File: config.mk
export PLATFORM = sky130hd
export DESIGN_NAME = usbctl_cfg_regs
export DESIGN_NICKNAME = d
export VERILOG_FILES = /design/src/rtl/usbctl_cfg_pkg.sv /design/src/rtl/usbctl_addr_dec.sv /design/src/rtl/usbctl_cfg_bank.sv /design/src/rtl/usbctl_irq_ctrl.sv /design/src/rtl/usbctl_cfg_regs.sv
export SDC_FILE = /design/constraint.sdc
export NUM_CORES = 1
export LEC_CHECK = 0
export BUFFER_PORTS_ARGS = -buffer_cell sky130_fd_sc_hd__buf_2
export CAP_MARGIN = 20
export CORE_UTILIZATION = 52
export DETAILED_ROUTE_END_ITERATION = 8
export PLACE_DENSITY = 0.91
export SYNTH_ARGS = -nofsm -noshare
export SYNTH_HDL_FRONTEND = slang
export SYNTH_SLANG_ARGS = --single-unit
File: constraint.sdc
create_clock -name clk -period 1.36 [get_ports clk]
set_input_delay 0.068 -clock clk [delete_from_list [all_inputs] [get_ports clk]]
set_output_delay 0.068 -clock clk [all_outputs]
set_load 0.01 [all_outputs]
File: src/rtl/usbctl_cfg_pkg.sv
package usbctl_cfg_pkg;
   localparam int REG_W   = 32;
   localparam int N_REGS  = 12;
   localparam int N_SRC   = 2;
   localparam int FILT_W  = 4;
   localparam int PORT_W  = 5;
   localparam int FLADJ_W = 6;
   localparam logic [FLADJ_W-1:0] FLADJ_RST = 6'h20;
   localparam logic [N_SRC-1:0]   MASK_RST  = '1;

   // register slot indices
   localparam int IX_FILT   = 0;
   localparam int IX_PORT   = 1;
   localparam int IX_FLADJ  = 2;
   localparam int IX_ENDIAN = 3;
   localparam int IX_COHER  = 4;
   localparam int IX_BME    = 5;
   localparam int IX_ERRCTL = 6;
   localparam int IX_STAT   = 7;
   localparam int IX_MASK   = 8;
   localparam int IX_EN     = 9;
   localparam int IX_DIS    = 10;
   localparam int IX_AUX    = 11;

   function automatic logic [7:0] reg_offset(input int ix);
      case (ix)
         IX_FILT:   return 8'h30;
         IX_PORT:   return 8'h34;
         IX_FLADJ:  return 8'h38;
         IX_ENDIAN: return 8'h40;
         IX_COHER:  return 8'h44;
         IX_BME:    return 8'h48;
         IX_ERRCTL: return 8'h60;
         IX_STAT:   return 8'h64;
         IX_MASK:   return 8'h68;
         IX_EN:     return 8'h6C;
         IX_DIS:    return 8'h70;
         default:   return 8'h78;
      endcase
   endfunction
endpackage

File: src/rtl/usbctl_addr_dec.sv
module usbctl_addr_dec
   import usbctl_cfg_pkg::*;
#(
   parameter int ADDR_W = 8
) (
   input  logic [ADDR_W-1:0] addr,
   output logic [N_REGS-1:0] sel
);
   if (ADDR_W < 7) begin : g_bad_addr_w
      $error("usbctl_addr_dec: ADDR_W must be at least 7");
   end

   for (genvar g = 0; g < N_REGS; g++) begin : g_slot
      assign sel[g] = (addr == ADDR_W'(reg_offset(g)));
   end
endmodule

File: src/rtl/usbctl_cfg_bank.sv
module usbctl_cfg_bank
   import usbctl_cfg_pkg::*;
(
   input  logic                 clk,
   input  logic                 rst_n,
   input  logic                 wr_en,
   input  logic [N_REGS-1:0]    sel,
   input  logic [REG_W-1:0]     wdata,
   output logic [FILT_W-1:0]    filt_q,
   output logic [PORT_W-1:0]    port_q,
   output logic [FLADJ_W-1:0]   fladj_q,
   output logic                 endian_q,
   output logic                 coher_q,
   output logic                 bme_q,
   output logic                 errctl_q,
   output logic [REG_W-1:0]     aux_q
);
   always_ff @(posedge clk or negedge rst_n) begin
      if (!rst_n) begin
         filt_q   <= '0;
         port_q   <= '0;
         fladj_q  <= FLADJ_RST;
         endian_q <= 1'b0;
         coher_q  <= 1'b0;
         bme_q    <= 1'b1;
         errctl_q <= 1'b0;
         aux_q    <= '0;
      end else if (wr_en) begin
         if (sel[IX_FILT])   filt_q   <= wdata[FILT_W-1:0];
         if (sel[IX_PORT])   port_q   <= wdata[PORT_W-1:0];
         if (sel[IX_FLADJ])  fladj_q  <= wdata[FLADJ_W-1:0];
         if (sel[IX_ENDIAN]) endian_q <= wdata[0];
         if (sel[IX_COHER])  coher_q  <= wdata[0];
         if (sel[IX_BME])    bme_q    <= wdata[0];
         if (sel[IX_ERRCTL]) errctl_q <= wdata[0];
         if (sel[IX_AUX])    aux_q    <= wdata;
      end
   end


   fladj_store_chk: assert property (@(posedge clk) disable iff (!rst_n)
      (wr_en && sel[IX_FLADJ]) |=> (fladj_q == $past(wdata[FLADJ_W-1:0])));


   unmapped_wr_chk: assert property (@(posedge clk) disable iff (!rst_n)
      (wr_en && !(|sel)) |=>
         $stable({filt_q, port_q, fladj_q, endian_q, coher_q, bme_q, errctl_q, aux_q}));
endmodule

File: src/rtl/usbctl_irq_ctrl.sv
module usbctl_irq_ctrl
   import usbctl_cfg_pkg::*;
(
   input  logic             clk,
   input  logic             rst_n,
   input  logic             wr_en,
   input  logic             sel_stat,
   input  logic             sel_mask,
   input  logic             sel_en,
   input  logic             sel_dis,
   input  logic [N_SRC-1:0] wbits,
   input  logic [N_SRC-1:0] evt,
   output logic [N_SRC-1:0] stat_q,
   output logic [N_SRC-1:0] mask_q,
   output logic             irq_q
);
   for (genvar i = 0; i < N_SRC; i++) begin : g_src
      logic clr_hit, en_hit, dis_hit;
      assign clr_hit = wr_en && sel_stat && wbits[i];
      assign en_hit  = wr_en && sel_en   && wbits[i];
      assign dis_hit = wr_en && sel_dis  && wbits[i];

      always_ff @(posedge clk or negedge rst_n) begin
         if (!rst_n)         stat_q[i] <= 1'b0;
         else if (evt[i])    stat_q[i] <= 1'b1;
         else if (clr_hit)   stat_q[i] <= 1'b0;
      end

      always_ff @(posedge clk or negedge rst_n) begin
         if (!rst_n)         mask_q[i] <= MASK_RST[i];
         else if (en_hit)    mask_q[i] <= 1'b0;
         else if (dis_hit)   mask_q[i] <= 1'b1;
      end


      evt_sets_chk: assert property (@(posedge clk) disable iff (!rst_n)
         evt[i] |=> stat_q[i]);


      w1c_clears_chk: assert property (@(posedge clk) disable iff (!rst_n)
         (clr_hit && !evt[i]) |=> !stat_q[i]);


      dis_sets_chk: assert property (@(posedge clk) disable iff (!rst_n)
         dis_hit |=> mask_q[i]);
   end

   always_ff @(posedge clk or negedge rst_n) begin
      if (!rst_n) irq_q <= 1'b0;
      else        irq_q <= |(stat_q & ~mask_q);
   end


   mask_wr_ignored_chk: assert property (@(posedge clk) disable iff (!rst_n)
      (wr_en && sel_mask) |=> $stable(mask_q));


   irq_follows_chk: assert property (@(posedge clk) disable iff (!rst_n)
      (|(stat_q & ~mask_q)) |=> irq_q);
endmodule

File: src/rtl/usbctl_cfg_regs.sv
module usbctl_cfg_regs
   import usbctl_cfg_pkg::*;
#(
   parameter int ADDR_W   = 8,
   parameter int DATA_W   = 32,
   parameter bit READ_REG = 1'b1
) (
   input  logic               clk,
   input  logic               rst_n,
   input  logic               bus_wr_en,
   input  logic               bus_rd_en,
   input  logic [ADDR_W-1:0]  bus_addr,
   input  logic [DATA_W-1:0]  bus_wdata,
   output logic [DATA_W-1:0]  bus_rdata,
   input  logic               evt_addr_dec_err,
   input  logic               evt_host_sys_err,
   output logic [FILT_W-1:0]  cfg_filter_bypass,
   output logic [PORT_W-1:0]  cfg_port_straps,
   output logic [FLADJ_W-1:0] cfg_frame_adj,
   output logic               cfg_big_endian,
   output logic               cfg_coherent,
   output logic               cfg_bus_master_en,
   output logic               cfg_err_resp_en,
   output logic               irq_o
);
   if (DATA_W != REG_W) begin : g_bad_data_w
      $error("usbctl_cfg_regs: DATA_W must equal 32");
   end

   logic [N_REGS-1:0]            sel;
   logic [N_SRC-1:0]             stat_q, mask_q;
   logic [REG_W-1:0]             aux_q;
   logic [N_REGS-1:0][REG_W-1:0] rview;
   logic [REG_W-1:0]             rmux;

   usbctl_addr_dec #(.ADDR_W(ADDR_W)) u_dec (
      .addr (bus_addr),
      .sel  (sel)
   );

   usbctl_cfg_bank u_bank (
      .clk      (clk),
      .rst_n    (rst_n),
      .wr_en    (bus_wr_en),
      .sel      (sel),
      .wdata    (bus_wdata),
      .filt_q   (cfg_filter_bypass),
      .port_q   (cfg_port_straps),
      .fladj_q  (cfg_frame_adj),
      .endian_q (cfg_big_endian),
      .coher_q  (cfg_coherent),
      .bme_q    (cfg_bus_master_en),
      .errctl_q (cfg_err_resp_en),
      .aux_q    (aux_q)
   );

   usbctl_irq_ctrl u_irq (
      .clk      (clk),
      .rst_n    (rst_n),
      .wr_en    (bus_wr_en),
      .sel_stat (sel[IX_STAT]),
      .sel_mask (sel[IX_MASK]),
      .sel_en   (sel[IX_EN]),
      .sel_dis  (sel[IX_DIS]),
      .wbits    (bus_wdata[N_SRC-1:0]),
      .evt      ({evt_host_sys_err, evt_addr_dec_err}),
      .stat_q   (stat_q),
      .mask_q   (mask_q),
      .irq_q    (irq_o)
   );

   // zero-extended view of every slot; command slots read as zero
   always_comb begin
      rview            = '0;
      rview[IX_FILT]   = REG_W'(cfg_filter_bypass);
      rview[IX_PORT]   = REG_W'(cfg_port_straps);
      rview[IX_FLADJ]  = REG_W'(cfg_frame_adj);
      rview[IX_ENDIAN] = REG_W'(cfg_big_endian);
      rview[IX_COHER]  = REG_W'(cfg_coherent);
      rview[IX_BME]    = REG_W'(cfg_bus_master_en);
      rview[IX_ERRCTL] = REG_W'(cfg_err_resp_en);
      rview[IX_STAT]   = REG_W'(stat_q);
      rview[IX_MASK]   = REG_W'(mask_q);
      rview[IX_AUX]    = aux_q;
   end

   always_comb begin
      rmux = '0;
      for (int k = 0; k < N_REGS; k++) begin
         if (sel[k]) rmux = rmux | rview[k];
      end
   end

   if (READ_REG) begin : g_rd_reg
      logic [REG_W-1:0] rdata_q;
      always_ff @(posedge clk or negedge rst_n) begin
         if (!rst_n)         rdata_q <= '0;
         else if (bus_rd_en) rdata_q <= rmux;
      end
      assign bus_rdata = rdata_q;


      unmapped_rd_zero_chk: assert property (@(posedge clk) disable iff (!rst_n)
         (bus_rd_en && !(|sel)) |=> (bus_rdata == '0));


      rdata_hold_chk: assert property (@(posedge clk) disable iff (!rst_n)
         !bus_rd_en |=> $stable(bus_rdata));
   end else begin : g_rd_comb
      assign bus_rdata = rmux;
   end
endmodule

# --- Word level (Yosys, flattened, before mapping) ---
# Cells that the tools add are included.
totals:
  wordCells: 77
  n_memories: 0
  out_inout_bits: 52
  mem_bits_ro: 0
  latchBits: 0
  ff_bits: 88
  in_bits: 46
  ram_bits: 0
classes:
  div: 0
  bitwise_logic: 11
  addsub: 0
  eq_ne: 12
  n_reduce_logical: 22
  n_lt_le_gt_ge: 0
  mul: 0
  shifts: 0
  mux: 18
ops:
  columns: ["operator", "count"]
  rows:
  - ["$mux 32", 9]
  - ["$or 32x1->32", 4]
  - ["$eq 8x7->1 const B", 9]
  - ["$or 32x2->32", 2]
  - ["$or 32x32->32", 1]
  - ["$or 32x5->32", 1]
  - ["$or 32x6->32", 1]
  - ["$eq 8x6->1 const B", 3]
  - ["$reduce_and 2->1", 8]
  - ["$logic_and 1x1->1", 9]
  - ["$mux 1", 8]
  - ["$reduce_bool 2->1", 4]
  - ["$mux 4", 1]
  - ["$and 2x2->2", 1]
  - ["$not 2->2", 1]
  - ["$reduce_or 2->1", 1]

# --- Depth between registers and ports, before layout ---
depth:
  depth_word: 20
  mapped_depth: 6
  mapped_depth_nobuf: 4

# --- Cells and area by module ---
# A second synthesis with hierarchy kept.
hier_totals:
  cells_unflattened: 297
  hier_area_um2: 3792.4
by_module_without_submodules:
  columns: ["module", "area_each_um2", "instances", "seq_area_each_um2", "cells_each"]
  rows:
  - ["usbctl_cfg_bank", 2083.2, 1, 1278.7, 114]
  - ["usbctl_cfg_regs", 1386.3, 1, 800.8, 147]
  - ["usbctl_irq_ctrl", 191.4, 1, 127.6, 16]
  - ["usbctl_addr_dec", 131.4, 1, 0.0, 20]

# --- Worst setup path after synthesis ---
# Ideal clock, no wire load.
synth_timing:
  path_type: "input-to-reg"
  start: "in bus_addr[2]"
  end: "reg g_rd_reg.rdata_q[1] (netlist: bus_rdata[1])"
  path_slack_ns: 0.042
  t_arrival_ns: 1.236
  required_ns: 1.278
  path_buffers: 2
  path_stages: 6
  setup_time_ns: 0.082
  path_cell_list: "buf_6 or4b_4 nor2b_4 buf_6 a22oi_1 a31oi_1"
synth_between:
  elab_chain_len: 20
  word_cells_on_any_way: 29
  classes_between: "eq/ne: 10; mux: 10; bitwise: 9"
synth_lines:
  columns: ["item", "line", "rtl"]
  rows:
  - ["from (decl)", "usbctl_cfg_regs.sv:12", "input logic [ADDR_W-1:0] bus_addr,"]
  - ["$eq 8x6->1", "usbctl_addr_dec.sv:14", "assign sel[g] = (addr == ADDR_W'(reg_offset(g)));"]
  - ["$mux 4", "usbctl_cfg_regs.sv:90", "if (sel[k]) rmux = rmux | rview[k];"]
  - ["$or 32x5->32", "usbctl_cfg_regs.sv:90", null]
  - ["$mux 32", "usbctl_cfg_regs.sv:90", null]
  - ["$or 32x6->32", "usbctl_cfg_regs.sv:90", null]
  - ["$mux 32", "usbctl_cfg_regs.sv:90", null]
  - ["$or 32x1->32", "usbctl_cfg_regs.sv:90", null]
  - ["$mux 32", "usbctl_cfg_regs.sv:90", null]
  - ["(+4 left out)", null, null]
  - ["$or 32x1->32", "usbctl_cfg_regs.sv:90", null]
  - ["$mux 32", "usbctl_cfg_regs.sv:90", null]
  - ["$or 32x2->32", "usbctl_cfg_regs.sv:90", null]
  - ["$mux 32", "usbctl_cfg_regs.sv:90", null]
  - ["$or 32x2->32", "usbctl_cfg_regs.sv:90", null]
  - ["$mux 32", "usbctl_cfg_regs.sv:90", null]
  - ["$or 32x32->32", "usbctl_cfg_regs.sv:90", null]
  - ["$mux 32 *", "usbctl_cfg_regs.sv:90", null]
  - ["to (signal assigned)", "usbctl_cfg_regs.sv:98", "else if (bus_rd_en) rdata_q <= rmux;"]
  - ["to (decl)", "usbctl_cfg_regs.sv:95", "logic [REG_W-1:0] rdata_q;"]
# Every way passes the cells marked *; elsewhere a longest branch is shown, timed or not.
# A chain may end at the register's enable or synchronous reset.

# --- Worst setup path after layout ---
layout_timing:
  start: "reg u_bank.errctl_q"
  end: "reg g_rd_reg.rdata_q[0] (netlist: bus_rdata[0])"
layout_between:
  elab_chain_len: 8
layout_lines:
  columns: ["item", "line", "rtl"]
  rows:
  - ["from (decl)", "usbctl_cfg_bank.sv:15", "output logic errctl_q,"]
  - ["from (signal assigned)", "usbctl_cfg_bank.sv:35", "if (sel[IX_ERRCTL]) errctl_q <= wdata[0];"]
  - ["$or 32x1->32 *", "usbctl_cfg_regs.sv:90", null]
  - ["$mux 32 *", "usbctl_cfg_regs.sv:90", null]
  - ["$or 32x2->32", "usbctl_cfg_regs.sv:90", null]
  - ["$mux 32 *", "usbctl_cfg_regs.sv:90", null]
  - ["$or 32x2->32", "usbctl_cfg_regs.sv:90", null]
  - ["$mux 32 *", "usbctl_cfg_regs.sv:90", null]
  - ["$or 32x32->32", "usbctl_cfg_regs.sv:90", null]
  - ["$mux 32 *", "usbctl_cfg_regs.sv:90", null]
# Marks and branches as above.

==> flow_summary.rst <==
.. list-table::
   :header-rows: 1

   * - Metric
     - Value
   * - Ratio of final minimum period to clock period
     - 0.960
   * - Min cycle time layout
     - between 1 and 1.5 ns
   * - GRT met2 Usage
     - 0.435
   * - Status
     - complete, no violations
   * - Global Route met1 Usage
     - 0.304
   * - Met3 demand-to-capacity share in global routing
     - 0.0455
   * - Setup repair after global routing missed its margin
     - true
   * - Fraction of post-synthesis cell area in the top cell type by area
     - 0.556
   * - Post-DP HPWL
     - 5.93 mm
   * - Number of instances in the synthesized netlist
     - between 300 and 400
   * - Last weighted congestion value of the routability-driven placer
     - approximately 0.92
   * - Area used by multi-input combinational logic
     - around 1400 um^2
   * - Die Span X
     - 87.3 um
   * - Setup Skew
     - ~0.0067 ns
   * - Initial drt markers
     - about 150
   * - Final hold vios
     - 0
   * - Number of sinks driven by the clock tree
     - 88
   * - Startpoint of the worst-slack reg-to-reg timing path
     - u_bank.errctl_q
   * - Count of standard-cell rows
     - 30
   * - Max stage delay cell, worst path
     - dfrtp_1
   * - Element type at the critical path start
     - register
   * - Dominant delay contributor by cell family on the critical path
     - compound AO/OA/AOI/OAI gates
   * - Diode insertion count for antenna repair
     - 0
   * - Aggregate negative setup slack
     - 0 ns
   * - Critical path fanouts, max
     - 2
   * - Area Overhead vs Synth
     - 35.4%
   * - Clock slew seen by the registers of the worst setup and hold paths
     - 0.08 ns
   * - Cell-by-cell listing of the critical path
     - mux2_2 > a22oi_2 > o22ai_1 > o32a_1
   * - Max-Slew Margin vs Limit
     - 0.687
   * - Post-synth net total
     - ~360
   * - Number of buffers on the longest clock path
     - 2
   * - 1st-pass router iterations
     - 4
   * - Vertical die dimension
     - 87.3 um
   * - Fraction of final layout cells with drive strength greater than 1
     - 0.440
   * - Maximum clock frequency
     - between 0.7 and 0.8 GHz
   * - Reg-to-reg slack, setup
     - 0.05 ns
   * - Global route total overflow
     - 0
   * - Transition at the pin with the smallest max-transition slack
     - roughly 0.47 ns
   * - Number of warning messages in the yosys log
     - 0
   * - WP data arrival
     - about 1.6 ns
   * - Register area share after synthesis
     - 0.584
   * - Endpoints failing setup
     - 0
   * - Htree depth
     - 3
   * - Pin count of the biggest net entering global routing
     - between 50 and 60
   * - Clock latency reported for the late side of the worst-skew pair
     - approximately 0.35 ns
   * - Dominant register cell in the synthesized netlist
     - dfrtp_1
   * - Max IR drop VDD
     - between 600 and 700 uV
   * - Drt via density
     - 5.31
   * - DRC violations left
     - 0
   * - CTS Root Cell
     - clkbuf_8
   * - Inserted Clock Buffers
     - 9
   * - Number of flops mapped to enable cells by yosys
     - 0
   * - Routed wire per std cell
     - about 16 um
   * - CTS tree
     - yes
   * - Number of buffer and inverter stages on the critical path
     - 0
   * - Highest cell delay on the worst timing path
     - between 0.3 and 0.4 ns
   * - Via count of the first global-routing pass
     - 3084
   * - Path class of the lowest-slack min-delay path
     - in -> reg
   * - Initial core utilization
     - 0.548
   * - Required time at the endpoint of the critical path
     - between 1.5 and 2 ns
   * - Mean instance size in the synthesized netlist
     - between 10 and 15 um^2
   * - Final ANT Viol Nets
     - 0
   * - Synthesized area
     - 3780 um^2
   * - Count of unique library cells instantiated by Yosys
     - 40
   * - Number of violations of the max-capacitance limit
     - 0
   * - Final Max Tran Viols
     - 0
   * - Leakage power
     - around 2.6 nW
   * - Most used standard cell by instance count after synthesis
     - dfrtp_1
   * - Element type at the critical path end
     - register
   * - IO buf count
     - 97
   * - Top Usage Layer GRT
     - met2
   * - Largest cells by area after synthesis
     - dfrtp_1, mux2_2, nand3_1
   * - Setup CP Type
     - reg -> reg
   * - Critical path launch point
     - u_bank.errctl_q
   * - Routed wire length
     - between 8 and 9 mm
   * - Ports placed on the boundary
     - between 90 and 100
   * - Cell taking the most area after synthesis
     - dfrtp_1
   * - Number of fill cells
     - 516
   * - Async SR Flop Fraction
     - 1.00
   * - Most frequent cells after synthesis
     - dfrtp_1, mux2_2, inv_1, nand3_1, o21ai_0
   * - First-pass GRT wire length
     - approximately 14 mm
   * - Core area
     - 6910 um^2
   * - Total power of the final layout
     - approximately 5.4 mW
   * - Final net count
     - roughly 510
   * - Die Footprint
     - 7620 um^2
   * - Initial antenna violation count
     - 0
   * - Total vias in the final route
     - about 3000
   * - Synthesized flop and latch total
     - roughly 90
   * - Pwr dens
     - about 1100 nW/um^2
   * - Total Routing Usage GR
     - 0.250
   * - Layout Utilization
     - 0.741
   * - Total area of sequential cells
     - about 2200 um^2
   * - Hold path start
     - bus_wdata[0]
==> repair_timing <==
item,4_1_cts,5_1_grt
pin swaps,0,2
hold buffers,33,0
resized for setup,1,2
hold endpoints to repair,126,0
setup endpoints to repair,1,1
buffers inserted,0,1
==> area by class of cell <==
| type | instances | share of cell area |
|---|---|---|
| Sequential cell | 88 | 0.431 |
| Multi-Input combinational cell | 175 | 0.266 |
| Timing Repair Buffer | 158 | 0.211 |
| Clock buffer | 10 | 0.0269 |
| Tap cell | 96 | 0.0235 |
| Inverter | 30 | 0.0220 |
| Clock inverter | 5 | 0.0203 |
==> cell usage in the layout (no fill, tap or decap), types with 4 or more instances in the layout <==
cell           synthesis  routed
o21ai_0               27      26
dfrtp_1               84      84
inv_1                 30      30
buf_4                  0      25
o2bb2ai_1              5       5
buf_12                 0       4
buf_2                  3      96
dlygate4sd3_1          0      33
nand2_1               10      10
a21oi_1                5       5
a22oi_1                8       6
dfstp_2                4       4
clkbuf_8               0      10
nor2_1                 5       5
nand3_1               27      27
mux2_2                52      52
==> report_power, final <==
| part | switching [mW] | internal (mW) |
|---|---|---|
| Combinational | 0.241 | 0.267 |
| Sequential | 0.0524 | 2.70 |
| Clock | 0.900 | 1.26 |
| Total | 1.19 | 4.24 |
==> per-layer routing <==
layer	up-vias	share of wire
li1	1386	-
met1	1473	0.41
met2	106	0.51
met3	20	0.050
met4	0	0.022
met5	-	0
==> flip-flops by register name, indices dropped and copies added (netlist names) <==
register         flops
u_bank.port_q        5
u_bank.aux_q        32
u_bank.fladj_q       6
u_irq.irq_q          1
u_bank.endian_q      1
u_irq.stat_q         2
u_bank.errctl_q      1
u_irq.mask_q         2
u_bank.coher_q       1
u_bank.bme_q         1
u_bank.filt_q        4
bus_rdata           32
==> per-stage QoR <==
| stage | cell area [um^2] | hold slack, ns | std cells | setup slack, ns |
|---|---|---|---|---|
| after floorplan | 3780 | -0.228 | 311 | 0.0420 |
| after global placement | 4530 | 0.0533 | 513 | -0.108 |
| after detailed placement | 4530 | 0.0611 | 513 | -0.143 |
| after CTS | 5110 | 0.0137 | 561 | 0.0286 |
| after global routing | 5120 | 0.0261 | 562 | -0.0219 |
| final | 5120 | 0.0181 | 562 | 0.0539 |
==> final timing paths <==
path	depth (start not counted)	to
max	4	bus_rdata[0]
min	2	u_irq.mask_q[0]
max reg2reg	4	bus_rdata[0]
min reg2reg	1	u_irq.stat_q[1]
max in group asynchronous	3	u_irq.mask_q[1]
min in group asynchronous	3	u_bank.filt_q[0]
==> cell families after synthesis <==
family	synth area share
multiplexers	0.169
AND/OR/NAND/NOR	0.102
AO/OA/AOI/OAI	0.0863
flip-flops	0.584
buffers and inverters	0.0592
Note: power is estimated with default switching activity, not from simulation.
